$ cat config.mk
export PLATFORM = sky130hd
export DESIGN_NAME = mode_sequencer
export DESIGN_NICKNAME = d
export VERILOG_FILES = /design/src/rtl/mode_sequencer.sv
export SDC_FILE = /design/constraint.sdc
export NUM_CORES = 1
export LEC_CHECK = 0
export ABC_CLOCK_PERIOD_IN_PS = 3600
export BUFFER_PORTS_ARGS = -buffer_cell sky130_fd_sc_hd__buf_4
export CORE_UTILIZATION = 45
export DETAILED_ROUTE_END_ITERATION = 10
export PLACE_DENSITY = 0.82
export SYNTH_ARGS = -nofsm -noshare
export SYNTH_HDL_FRONTEND = slang
export SYNTH_SLANG_ARGS = --single-unit
$ cat constraint.sdc
create_clock -name clk -period 3.6 [get_ports clk]
set_clock_uncertainty 0.1 [all_clocks]
set_input_delay 0.18 -clock clk [delete_from_list [all_inputs] [get_ports clk]]
set_output_delay 0.18 -clock clk [all_outputs]
set_load 0.02 [all_outputs]
$ cat src/rtl/mode_sequencer.sv
module mode_sequencer #(
  parameter int XINGS   = 120,
  parameter int IDX_W   = 7,
  parameter int GRP_W   = 8,
  parameter int IADDR_W = 15,
  parameter int RPT_W   = 23
) (
  input  logic                     clk,
  input  logic                     rst_n,
  input  logic                     bc_tick,
  input  logic                     fid,
  input  logic                     glb_start,
  input  logic                     glb_stop,
  input  logic                     start_en,
  input  logic                     stop_en,
  input  logic                     loc_stop,
  input  logic                     stop_eocc,
  input  logic                     stop_eosf,
  input  logic                     ptr_clr,
  output logic [IADDR_W-1:0]       ins_addr,
  input  logic [31:0]              ins_rdata,
  output logic [GRP_W+IDX_W-1:0]   cmd_addr,
  input  logic [31:0]              cmd_rdata,
  input  logic                     ins_wr_req,
  output logic                     ins_we,
  input  logic                     cmd_wr_req,
  output logic                     cmd_we,
  output logic [7:0]               mode_byte,
  output logic [7:0]               trig_byte,
  output logic [7:0]               pulse_byte,
  output logic [7:0]               spare_byte,
  output logic                     mode_en,
  output logic                     run,
  output logic                     waiting
);
  localparam int LAST   = XINGS - 1;
  localparam int LOOP_B = 31;
  localparam int RPT_LO = GRP_W;

  typedef enum logic [1:0] {S_IDLE, S_WAIT, S_ARMED, S_RUN} st_t;

  st_t                st;
  logic [IADDR_W-1:0] iptr;
  logic [IDX_W-1:0]   idx;
  logic [RPT_W-1:0]   passes;
  logic               stop_pend, halt_q;

  wire              loop_f  = ins_rdata[LOOP_B];
  wire [RPT_W-1:0]  rpt     = ins_rdata[RPT_LO +: RPT_W];
  wire [GRP_W-1:0]  grp     = ins_rdata[GRP_W-1:0];

  wire stop_req  = loc_stop | (glb_stop & stop_en);
  wire stop_any  = stop_req | stop_pend;
  wire imm_stop  = stop_any & ~stop_eocc & ~stop_eosf;
  wire end_grp   = (idx == IDX_W'(LAST));
  wire last_pass = ({1'b0, passes} + 1'b1) >= {1'b0, rpt};
  wire end_ins   = end_grp & last_pass;
  wire quit_set  = end_ins & stop_any & (stop_eocc | (stop_eosf & loop_f));

  wire step = bc_tick & (((st == S_ARMED) & ~stop_req) |
                         ((st == S_RUN) & ~halt_q & ~imm_stop));
  wire go_idle = (((st == S_WAIT) | (st == S_ARMED)) & stop_req) |
                 ((st == S_RUN) & bc_tick & (halt_q | imm_stop));

  assign ins_addr = iptr;
  assign cmd_addr = {grp, idx};
  assign run      = (st == S_RUN);
  assign mode_en  = run;
  assign waiting  = (st == S_WAIT);
  assign ins_we   = ins_wr_req & ~run;
  assign cmd_we   = cmd_wr_req & ~run;

  always_ff @(posedge clk or negedge rst_n) begin
    if (!rst_n) begin
      st         <= S_IDLE;
      iptr       <= '0;
      idx        <= '0;
      passes     <= '0;
      stop_pend  <= 1'b0;
      halt_q     <= 1'b0;
      mode_byte  <= '0;
      trig_byte  <= '0;
      pulse_byte <= '0;
      spare_byte <= '0;
    end else if (go_idle) begin
      st         <= S_IDLE;
      stop_pend  <= 1'b0;
      halt_q     <= 1'b0;
      mode_byte  <= '0;
      trig_byte  <= '0;
      pulse_byte <= '0;
      spare_byte <= '0;
    end else begin
      if (st == S_RUN && stop_req) stop_pend <= 1'b1;
      if (st == S_IDLE && glb_start && start_en) st <= S_WAIT;
      if (st == S_WAIT && fid) st <= S_ARMED;
      if (st == S_IDLE && ptr_clr) begin
        iptr   <= '0;
        idx    <= '0;
        passes <= '0;
      end
      if (step) begin
        mode_byte  <= cmd_rdata[7:0];
        trig_byte  <= cmd_rdata[15:8];
        pulse_byte <= cmd_rdata[23:16];
        spare_byte <= cmd_rdata[31:24];
        if (st == S_ARMED) st <= S_RUN;
        if (quit_set) halt_q <= 1'b1;
        if (end_grp) begin
          idx <= '0;
          if (last_pass) begin
            passes <= '0;
            iptr   <= loop_f ? '0 : iptr + 1'b1;
          end else begin
            passes <= passes + 1'b1;
          end
        end else begin
          idx <= idx + 1'b1;
        end
      end
    end
  end

  a_r2_idx_range: assert property (@(posedge clk) disable iff (!rst_n)
    idx <= IDX_W'(LAST));

  a_r6_run_entry: assert property (@(posedge clk) disable iff (!rst_n)
    $rose(run) |-> $past(st == S_ARMED && bc_tick));

  a_r5_wait_entry: assert property (@(posedge clk) disable iff (!rst_n)
    $rose(waiting) |-> $past(glb_start && start_en));

  a_r9_ptr_hold: assert property (@(posedge clk) disable iff (!rst_n)
    (!bc_tick && !ptr_clr) |=> $stable(ins_addr));

  a_r4_loop_back: assert property (@(posedge clk) disable iff (!rst_n)
    (step && end_ins && loop_f) |=> (ins_addr == '0));

  a_r11_quiet: assert property (@(posedge clk) disable iff (!rst_n)
    !run |-> (mode_byte == 8'd0 && trig_byte == 8'd0 && pulse_byte == 8'd0 && spare_byte == 8'd0));

  a_r10_we_gate: assert property (@(posedge clk) disable iff (!rst_n)
    run |-> (!ins_we && !cmd_we));
endmodule

* Yosys cells after proc, flatten, opt, wreduce, memory -nomap -nowiden
Cells that the tools add are included.
W data, S select, Z words.
** Storage, ports and cells
- Flip-flop bits (word level) :: 81
- Bits of input ports :: 78
- Output and inout bits :: 67
- Word-level logic and storage cells :: 91
** Operators by class
- $add $sub $neg :: 4
- Magnitude comparators :: 1
- Bitwise logic cells :: 30
- Reduce and logical (&&, ||, !) cells :: 12
- Multiplexer cells :: 30
- Equality and inequality tests :: 4
** Operators by type and width (number)
- $mux W23 :: 4
- $mux W15 :: 5
- $mux W8 :: 8
- $add A23 B1 Y24 const B :: 1
- $ge A24 B23 Y1 :: 1
- $add A23 B1 Y23 const B :: 1
- $mux W7 :: 3
- $and A1 B1 Y1 :: 16
- $add A15 B1 Y15 const B :: 1
- $mux W2 :: 5
- $reduce_bool A2 Y1 :: 4
- $add A7 B1 Y7 const B :: 1
- $eq A7 B7 Y1 const B :: 1
- $not A1 Y1 :: 7
- $or A1 B1 Y1 :: 7
- $logic_and A1 B1 Y1 :: 5
- $mux W1 :: 5
- $eq A2 B2 Y1 const B :: 2
- $reduce_and A2 Y1 :: 2
- $eq A2 B1 Y1 const B :: 1
- $logic_not A2 Y1 :: 1

* Longest topological paths before layout
Gate-level depths: netlist of the first run.
- Depth in word-level cells :: 11
- Depth in mapped cells :: 17
- Mapped depth without buffers :: 15

* Worst setup path after synthesis of the first run
Ideal clock, no wire load.
- Path type :: reg2reg
- Start point :: register passes[0]
- End point :: register iptr[14], in the netlist ins_addr[14]
- Cell stages (with the launch flop) :: 17
- Path buffers :: 2
- Arrival :: 3.350 ns
- Clock period less this slack :: 3.524 ns
- Data required time :: 3.426 ns
- Library setup time :: 0.074 ns
- Setup slack :: 0.076 ns
- Path through :: dfrtp_1 ha_1 nand2_1 nor2_1 nand2_1 or4_1 xnor2_1 ha_1 nand4_1 nor3_1 a211oi_1 and3_1 buf_6 a2111oi_4 buf_6 nand3_1 o21ai_2
** Between the ends
- Word-level cells in the longest chain between the ends :: 5
** RTL lines
- start, declared :: RTL line 45 : logic [RPT_W-1:0] passes;
- start signal, assigned :: RTL line 115 : passes <= passes + 1'b1;
- $add A23 B1 Y24 :: RTL line 56 : wire last_pass = ({1'b0, passes} + 1'b1) >= {1'b0, rpt};
- $ge A24 B23 Y1 :: RTL line 56
- $mux W15 :: RTL line 111 : if (last_pass) begin
- $mux W15 :: RTL line 109 : if (end_grp) begin
- $mux W15 :: RTL line 102 : if (step) begin
- end signal, assigned :: RTL line 113 : iptr <= loop_f ? '0 : iptr + 1'b1;
- end, declared :: RTL line 43 : logic [IADDR_W-1:0] iptr;
Every way passes these cells.
A chain may end at the register's enable or synchronous reset.

* Final worst setup path of the first run
- Start point :: register passes[1]
- End point :: register iptr[14], in the netlist ins_addr[14]
The elaborated chain is that of the path after synthesis.

==> results.yml, run 1 <==
yosys:
  synth_area_sq_um: 4810
  yosys.area.top_type_share_pct: 42.14
  yosysMostFrequentCell: "nand2_1"
  synth.area.top_cells: "dfrtp_1 (42%), ha_1 (7.8%), nand2_1 (7.8%)"
  synth_cells: 547
  avgSynthCellArea_sq_um: 8.793
  ys.flop_type: "dfrtp_1"
  yosys_warnings: 0
  synth.largest_area_cell: "dfrtp_1"
  synth.top_cells.by_count: "nand2_1 (100), dfrtp_1 (81), a21oi_1 (52)"
  synth-seq-cells: 81
  ys_seq_area_share_pct: 42.14
  async_reset_ff_share_pct: 100.0
  synth_edf_count: 0
  syn_nets: 655
  ys_types: 47
detailed_routing:
  drc: 0
  drt_wl_total_um: 13600
  dr.pass1.iters: 4
  drt_iter0_drc: 245
  routedWlPerCell_um: 15.87
  viasPerCell: 5.517
  ant_nets: 0
  num_vias: 4728
global_routing:
  busiest_layer: "met2"
  grt_overflow_total: 0
  grt_use_met3_pct: 5.813
  use_met1_pct: 28.85
  antenna_found_initial: 0
  use_met2_pct: 42.20
  grt_max_degree: 82
  grt_pass1_wl_um: 21680
  track_usage_pct: 24.27
  first_global_vias: 4684
worst_setup_path:
  start_kind: "register"
  crit_start: "passes[1]"
  timing.rr.end: "ins_addr[14]"
  crit_end: "ins_addr[14]"
  rrSetupSlack_ps: -50
  worstPathMaxFanout: 8
  end_kind: "register"
  worstPathArrival_ps: 3830
  cp_data_required_time_ps: 3790
  critical_path_class: "register to register"
  reg2reg_depth: 16
  crit-reg2reg-launch: "passes[1]"
run_status:
  violations: "setup timing"
  status: "complete, but fails checks"
final_layout:
  stdcell_area_sq_um: 6626
  diodes: 0
  drive_above_1_share_pct: 29.26
  nets: 824
  area_growth_pct: 37.77
clock_network:
  cts-htree-levels: 3
  cts.sinks: 81
  clockBufferDepth: 2
  clk_pin_slew_ps: 90
  cts_buffers: 9
  cts_root_buf: "clkbuf_8"
  clk_latency_ps: 350
  cts_tree: "built"
placed_design:
  routabilityCongestion: 0.8191
  placed_cell_area_sq_um: 5918
  dp_hpwl_um: 8697
  portBuffers: 128
  preCtsSetupSlack_ps: -127.4
timing:
  fin_ws_ps: -45.26
  fin_crit_sh_pct: 101.3
  tightest_slew_ps: 1043
  rsz0062_at_grt: "yes"
  final_max_slew_viol_count: 0
  hold_slack_ps: 32.01
  setup_viol_count_final: 9
  fmax_mhz: 274.3
  relSlewSlack_pct: 30.47
  period_minus_slack_ps: 3645
  timing_hold_violations_final: 0
floorplanning:
  die_w_um: 105.4
  core_area_sq_um: 10320
  num_rows: 37
  dieArea_sq_um: 11100
  initial_core_util_pct: 46.59
  ios: 145
  die_h_um: 105.4
power:
  p_leak_nw: 3.285
  p_per_area_nw_per_um2: 463.5
  p_total_mw: 3.071
  vdd_drop_max_uv: 473.1
worst_hold_path:
  hp-class: "input pin to register"
run:
  maxCapViolCount: 0
[critical path, cell delays in order (launching register included)]
cell      delay, ps
dfrtp_1         410
ha_2            210
nand2_2          80
nor2_4          100
nand2_2          80
or4_4           550
xnor2_2         170
ha_1            320
nand4_1         150
buf_4           180
nor3_2          130
a211oi_2        100
and3_4          210
buf_4           150
a211o_2         360
o21a_1          200
o21ai_2         100
[kinds of logic (layout without fill, tap and decap cells)]
kind of cell / count (synthesis) / in the layout / synth area share, %
fa+ha+maj: 30 / 30 / 7.804
buf+inv: 65 / 238 / 6.399
compound gates: 144 / 145 / 19.46
simple gates: 207 / 207 / 20.53
mux: 1 / 1 / 0.2081
flops: 81 / 81 / 42.14
xor+xnor: 19 / 19 / 3.460
[area by class of cell]
type                            instances  area [sq um]
Fill cell                             814          3697
Multi-Input combinational cell        402          2590
Sequential cell                        81          2034
Timing Repair Buffer                  188          1499
Tap cell                              136         170.2
Clock buffer                           10         137.6
Inverter                               34         127.6
Clock inverter                          6         67.56
[through the flow]
step | std cells | setup TNS, ps | util (%)
5_1_grt | 857 | -2306 | 64.19
6_report | 857 | -201.9 | 64.19
3_3_place_gp | 799 | 0 | 57.33
3_5_place_dp | 799 | -1141 | 57.33
2_1_floorplan | 547 | 0 | -
4_1_cts | 847 | 0 | 62.55
[power by group]
| part | total (mW) | leakage, nW | switching (mW) | internal, mW |
|---|---|---|---|---|
| Combinational | 1.16 | 2.09 | 0.703 | 0.461 |
| Sequential | 1.21 | 1.11 | 0.123 | 1.08 |
| Clock | 0.700 | 0.0868 | 0.360 | 0.339 |
| Total | 3.07 | 3.28 | 1.19 | 1.88 |
[flip-flops by register name, summed over array words and instances, names as in the netlist]
register	cells
idx	7
st	2
trig_byte	8
mode_byte	8
halt_q	1
passes	23
pulse_byte	8
ins_addr	15
spare_byte	8
stop_pend	1
[worst min path at each step]
| stage | from | end | slack (ps) | cells after the start |
|---|---|---|---|---|
| after floorplan | rst_n | halt_q | -220 | 0 |
| after global placement | ins_rdata[3] | cmd_addr[10] | 260 | 0 |
| after detailed placement | ins_rdata[3] | cmd_addr[10] | 260 | 0 |
| after CTS | cmd_rdata[12] | trig_byte[4] | 6 | 3 |
| after global routing | cmd_rdata[12] | trig_byte[4] | 40 | 3 |
| final | cmd_rdata[12] | trig_byte[4] | 30 | 3 |
[layout by cell type, fill, tap and decap left out, types with 3 or more instances in the layout]
master         count
nand4_1            7
o211ai_1           4
nor3_2             3
inv_1             34
nand3_2            3
clkbuf_8          10
xnor2_1           11
o21ai_1           10
clkinvlp_4         5
dfrtp_2            6
nor3_1            13
nor2_1            19
or2_2              3
o21a_1             3
nand3_1           19
o21ai_0           20
nand2_1           98
ha_1              29
dfrtp_1           75
nor3b_1            3
and3_1            12
nor2b_1            7
a21oi_1           52
o21ai_2            4
buf_4            154
a21o_1            15
dlygate4sd3_1     32
xor2_1             7
a22o_1            23
nor4_1             6
[per-layer routing]
layer	share of wire [%]	routed length (um)
met5	0	0
met3	6.8	921
met4	2.4	320
met1	40	5464
met2	51	6891
[repair_timing]
| item | 4_1_cts | 5_1_grt |
|---|---|---|
| resized for setup | 6 | 30 |
| endpoints found under the setup margin | 18 | 39 |
| setup buffers | 0 | 9 |
| gates cloned | 0 | 1 |
| hold endpoints to repair | 112 | 0 |
| hold buffers | 32 | 0 |
| pin swaps | 0 | 10 |
Power figures use the tool's default switching activity.
==> run 2, diff against run 1 <==
--- a/config.mk
+++ b/config.mk
@@ -7,9 +7,12 @@
 export LEC_CHECK = 0
 export ABC_CLOCK_PERIOD_IN_PS = 3600
 export BUFFER_PORTS_ARGS = -buffer_cell sky130_fd_sc_hd__buf_4
-export CORE_UTILIZATION = 45
+export CELL_PAD_IN_SITES_DETAIL_PLACEMENT = 2
+export CELL_PAD_IN_SITES_GLOBAL_PLACEMENT = 2
+export CORE_ASPECT_RATIO = 1.4
+export CORE_UTILIZATION = 27
 export DETAILED_ROUTE_END_ITERATION = 10
-export PLACE_DENSITY = 0.82
+export PLACE_DENSITY = 0.84
 export SYNTH_ARGS = -nofsm -noshare
 export SYNTH_HDL_FRONTEND = slang
 export SYNTH_SLANG_ARGS = --single-unit
==> results.yml, run 2 (synthesis results as in run 1) <==
detailed_routing:
  dr.pass1.iters: 4
  drt_iter0_drc: 97
  drt_wl_total_um: 18850
  drc: 0
  ant_nets: 0
  num_vias: 4837
  routedWlPerCell_um: 19.63
  viasPerCell: 5.039
clock_network:
  clk_pin_slew_ps: 60
  cts-htree-levels: 3
  cts_tree: "built"
  clk_latency_ps: 340
  clockBufferDepth: 2
  cts.sinks: 81
  cts_buffers: 9
  cts_root_buf: "clkbuf_16"
timing:
  tightest_slew_ps: 1118
  setup_viol_count_final: 17
  fin_crit_sh_pct: 103.0
  final_max_slew_viol_count: 0
  rsz0062_at_grt: "yes"
  fin_ws_ps: -108.4
  fmax_mhz: 269.7
  period_minus_slack_ps: 3708
  setup_tns_ps: -916.3
  relSlewSlack_pct: 25.45
  hold_slack_ps: 20.99
  timing_hold_violations_final: 0
floorplanning:
  core_area_sq_um: 17400
  die_w_um: 114.8
  ios: 145
  die_h_um: 159.9
  initial_core_util_pct: 27.64
  num_rows: 57
  dieArea_sq_um: 18360
worst_setup_path:
  start_kind: "register"
  crit_start: "passes[1]"
  rrSetupSlack_ps: -110
  critical_path_depth: 16
  max_stage_delay_ps: 570
  end_kind: "register"
  worstPathMaxFanout: 7
  crit_family: "simple AND/OR/NAND/NOR gates"
  timing.rr.end: "ins_addr[14]"
  worstPathArrival_ps: 3880
  critical_path_class: "register to register"
  cp_data_required_time_ps: 3770
  cp_cell_sequence: "ha_2 > nand2_4 > nor2_4 > nand2_2 > or4_4 > xnor2_4 > ha_1 > nand4_1 > buf_4 > nor3_4 > a211oi_2 > and3_4 > a211o_4 > buf_12 > o21a_1 > o21ai_2"
  crit-reg2reg-launch: "passes[1]"
  crit_end: "ins_addr[14]"
  slowest_stage: "or4_4"
  cp.buffers_inverters: 2
  reg2reg_depth: 16
final_layout:
  nets: 829
  fillerInstances: 1920
  final_common_cell: "buf_4"
  regMostFlops: "passes"
  area_growth_pct: 47.40
  regArea_sq_um: 2036
  fin_util_pct: 40.74
  drive_above_1_share_pct: 32.73
  largest_reg_flops: 23
  multi_input_area_sq_um: 2741
  final_cell_mix: "buf_4 (156), nand2_1 (96), dfrtp_1 (74), a21oi_1 (52), inv_1 (34)"
  diodes: 0
worst_hold_path:
  hp-class: "input pin to register"
power:
  p_per_area_nw_per_um2: 473.8
  p_leak_nw: 3.471
  vdd_drop_max_uv: 257.6
placed_design:
  portBuffers: 128
  dp_hpwl_um: 12550
  routabilityCongestion: 0.7665
  preCtsSetupSlack_ps: -135.2
global_routing:
  antenna_found_initial: 0
  track_usage_pct: 20.05
  first_global_vias: 5456
  grt_max_degree: 82
  grt_pass1_wl_um: 28450
  grt_overflow_total: 0
run:
  maxCapViolCount: 0
run_status:
  status: "complete, but fails checks"
  violations: "setup timing"
## run 2: metrics by stage
stage / instances / total power [mW] / cell area, sq um
global placement: 900 / 2.330 / 6076
detailed placement: 900 / 2.389 / 6076
CTS: 948 / 3.356 / 6743
floorplan: 547 / 1.838 / 4810
finish: 960 / 3.359 / 7089
global route: 960 / 3.540 / 7089
## run 2: report_power, final
| part | internal, mW | total (mW) | leakage, nW | switching, mW |
|---|---|---|---|---|
| combinational | 0.469 | 1.23 | 2.23 | 0.757 |
| clock | 0.548 | 0.923 | 0.137 | 0.375 |
| sequential | 1.09 | 1.21 | 1.11 | 0.123 |
## run 2: layout make-up
| type | count | share of cell area, % |
|---|---|---|
| multi-input combinational | 401 | 38.67 |
| sequential | 81 | 28.72 |
| timing repair buffer | 194 | 22.63 |
| tap | 236 | 4.165 |
| clock buffer | 11 | 3.424 |
| inverter | 34 | 1.800 |
| clock inverter | 3 | 0.6001 |
## run 2: what timing repair did
action / 4_1_cts / 5_1_grt
setup buffers: 2 / 10
pin swaps: 5 / 18
gates resized for setup: 13 / 61
endpoints found under the setup margin: 34 / 36
gates cloned: 0 / 2
hold buffers: 32 / 0
endpoints found under the hold margin: 45 / 0
## run 2: how the worst min path moves through the flow
stage                              from      endpoint  slack, ps  depth (start not counted)
after floorplan                   rst_n        halt_q       -220                          0
after detailed placement   ins_rdata[2]   cmd_addr[9]        260                          0
after CTS                 cmd_rdata[14]  trig_byte[6]          5                          3
after global routing      cmd_rdata[14]  trig_byte[6]         20                          3
after global placement     ins_rdata[2]   cmd_addr[9]        260                          0
final                     cmd_rdata[14]  trig_byte[6]         20                          3
## run 2: worst register-to-register path, delay by kind of cell (launching register included)
family | cells | cell delay [ps]
AO/OA/AOI/OAI | 4 | 800
adder cells (fa/ha/maj) | 2 | 520
buffers and inverters | 2 | 320
XOR/XNOR | 1 | 160
AND/OR/NAND/NOR | 7 | 1390
flip-flops | 1 | 360
## run 2: layer usage
layer | global-route usage (%) | wire (um) | up-vias | share of wire (%)
met2 | 38.51 | 10330 | 144 | 55
li1 | - | - | 2253 | -
met3 | 4.782 | 874 | 34 | 4.6
met5 | 0 | 0 | - | 0
met1 | 21.05 | 7110 | 2406 | 38
met4 | 6.080 | 530 | 0 | 2.8
==> run 3, diff against run 2 <==
==> config.mk (replaced) <==
export PLATFORM = sky130hd
export DESIGN_NAME = mode_sequencer
export DESIGN_NICKNAME = d
export VERILOG_FILES = /design/src/rtl/mode_sequencer.sv
export SDC_FILE = /design/constraint.sdc
export NUM_CORES = 1
export LEC_CHECK = 0
export ABC_CLOCK_PERIOD_IN_PS = 4700
export BUFFER_PORTS_ARGS = -buffer_cell sky130_fd_sc_hd__buf_4
export CELL_PAD_IN_SITES_DETAIL_PLACEMENT = 2
export CELL_PAD_IN_SITES_GLOBAL_PLACEMENT = 2
export CORE_ASPECT_RATIO = 1.4
export CORE_UTILIZATION = 33
export DETAILED_ROUTE_END_ITERATION = 10
export PLACE_DENSITY = 0.95
export RECOVER_POWER = 50
export SYNTH_ARGS = -nofsm -noshare
export SYNTH_HDL_FRONTEND = slang
export SYNTH_SLANG_ARGS = --single-unit
==> constraint.sdc (replaced) <==
create_clock -name clk -period 4.7 [get_ports clk]
set_clock_uncertainty 0.1 [all_clocks]
set_input_delay 0.235 -clock clk [delete_from_list [all_inputs] [get_ports clk]]
set_output_delay 0.235 -clock clk [all_outputs]
set_load 0.02 [all_outputs]
==> results.yml, run 3 (synthesis results as in run 1) <==
timing:
  fmax_mhz: 226.9
  fin_ws_ps: 292.5
  timing_hold_violations_final: 0
  relSlewSlack_pct: -44.61
  fin_crit_sh_pct: 93.78
  setup_viol_count_final: 0
  period_minus_slack_ps: 4408
  tightest_slew_ps: 2169
  final_max_slew_viol_count: 82
  setup_tns_ps: 0
detailed_routing:
  ant_nets: 0
  dr.pass1.iters: 4
  viasPerCell: 5.380
  drc: 0
  routedWlPerCell_um: 20.10
  num_vias: 4562
  drt_wl_total_um: 17040
  drt_iter0_drc: 130
clock_network:
  cts_tree: "built"
  clk_pin_slew_ps: 70
  cts_buffers: 9
  cts_root_buf: "clkbuf_16"
  clockBufferDepth: 2
  cts_hold_buf: 0
  cts.sinks: 81
  cts-htree-levels: 3
  clk_latency_ps: 340
worst_setup_path:
  end_kind: "register"
  worstPathArrival_ps: 4530
  worstPathMaxFanout: 12
  rrSetupSlack_ps: 290
  cp_data_required_time_ps: 4830
  start_kind: "register"
  critical_path_class: "register to register"
placed_design:
  portBuffers: 128
  placed_cell_area_sq_um: 5859
  preCtsSetupSlack_ps: 158.4
  routabilityCongestion: 0.8177
  dp_hpwl_um: 13240
final_layout:
  fin_util_pct: 43.89
  fillerInstances: 1603
  stdcell_area_sq_um: 6161
  final_cell_mix: "buf_4 (105), nand2_1 (100), dfrtp_1 (81), a21oi_1 (52), inv_1 (34)"
  diodes: 0
  drive_above_1_share_pct: 20.66
  area_growth_pct: 28.10
  largest_reg_flops: 23
  nets: 767
  final_common_cell: "buf_4"
  regMostFlops: "passes"
global_routing:
  track_usage_pct: 23.31
  grt_pass1_wl_um: 27410
  grt_overflow_total: 0
  grt_max_degree: 82
  antenna_found_initial: 0
  first_global_vias: 5300
floorplanning:
  dieArea_sq_um: 15070
  initial_core_util_pct: 34.26
  core_area_sq_um: 14040
  die_h_um: 144.8
  num_rows: 51
  ios: 145
  die_w_um: 104.0
power:
  vdd_drop_max_uv: 233.0
  p_total_mw: 2.618
  p_per_area_nw_per_um2: 425.0
  p_leak_nw: 3.002
run_status:
  status: "complete, but fails checks"
  violations: "capacitance limit, slew limit"
run:
  maxCapViolCount: 1
worst_hold_path:
  hp-class: "input pin to register"
[run 3: cell types whose count changed in the layout (fill, tap and decap cells not counted), sizes merged]
| cell | previous run | this run |
|---|---|---|
| bufinv | 1 | 4 |
| dlygate4sd3 | 32 | 0 |
| clkinvlp | 1 | 0 |
| clkbuf | 13 | 36 |
| buf | 160 | 106 |
[run 3: final cells by class]
type / count / area (sq um) / area share [%]
Clock buffer: 10 / 229.0 / 3.716
Clock inverter: 5 / 128.9 / 2.092
Inverter: 34 / 127.6 / 2.071
Multi-Input combinational cell: 401 / 2510 / 40.74
Sequential cell: 81 / 2027 / 32.90
Tap cell: 185 / 231.5 / 3.757
Timing Repair Buffer: 132 / 907.1 / 14.72
[run 3: worst max-delay path, cell delays in order, from the launching register on]
cell	delay, ps
dfrtp_1	440
ha_1	290
nand2_1	120
nor2_1	260
nand2_1	190
nor2_1	360
nand4_1	160
xnor2_1	170
ha_1	330
nand3_1	160
nor2_1	260
nand3_1	120
a41o_1	390
and3_1	410
and3_1	280
a211o_1	260
[run 3: repair_timing]
action	in CTS	in global routing
setup buffers	0	1
hold endpoints to repair	0	0
gates resized for setup	0	3
endpoints found under the setup margin	0	22
[run 3: layer usage]
| layer | up-vias | share of wire [%] | routed length, um | global-route usage [%] |
|---|---|---|---|---|
| li1 | 2127 | - | - | - |
| met1 | 2269 | 38 | 6398 | 23.59 |
| met2 | 137 | 55 | 9421 | 46.04 |
| met3 | 29 | 5.1 | 866 | 5.822 |
| met4 | 0 | 2.1 | 354 | 8.346 |
| met5 | - | 0 | 0 | 0 |
[run 3: path summary, 6_finish.rpt]
kind                       cells past startpoint     startpoint            end
setup / recovery                              15      passes[0]     passes[21]
hold / removal                                 3   cmd_rdata[6]   mode_byte[6]
setup reg to reg                              15      passes[0]     passes[21]
hold reg to reg                                2  pulse_byte[3]  pulse_byte[3]
max in group asynchronous                      1          rst_n   ins_addr[13]
min in group asynchronous                      1          rst_n      passes[2]
[run 3: where the power goes]
part / internal, mW / total, mW / switching [mW] / leakage, nW
clock: 0.572 / 0.866 / 0.294 / 0.173
combinational: 0.259 / 0.828 / 0.568 / 1.71
sequential: 0.832 / 0.925 / 0.0929 / 1.12
[run 3: per-stage QoR]
| stage | std cells | hold WS [ps] |
|---|---|---|
| 2_1_floorplan | 547 | -160.6 |
| 3_3_place_gp | 832 | 370.1 |
| 3_5_place_dp | 832 | 370.1 |
| 4_1_cts | 847 | 27.05 |
| 5_1_grt | 848 | 36.51 |
| 6_report | 848 | 31.68 |
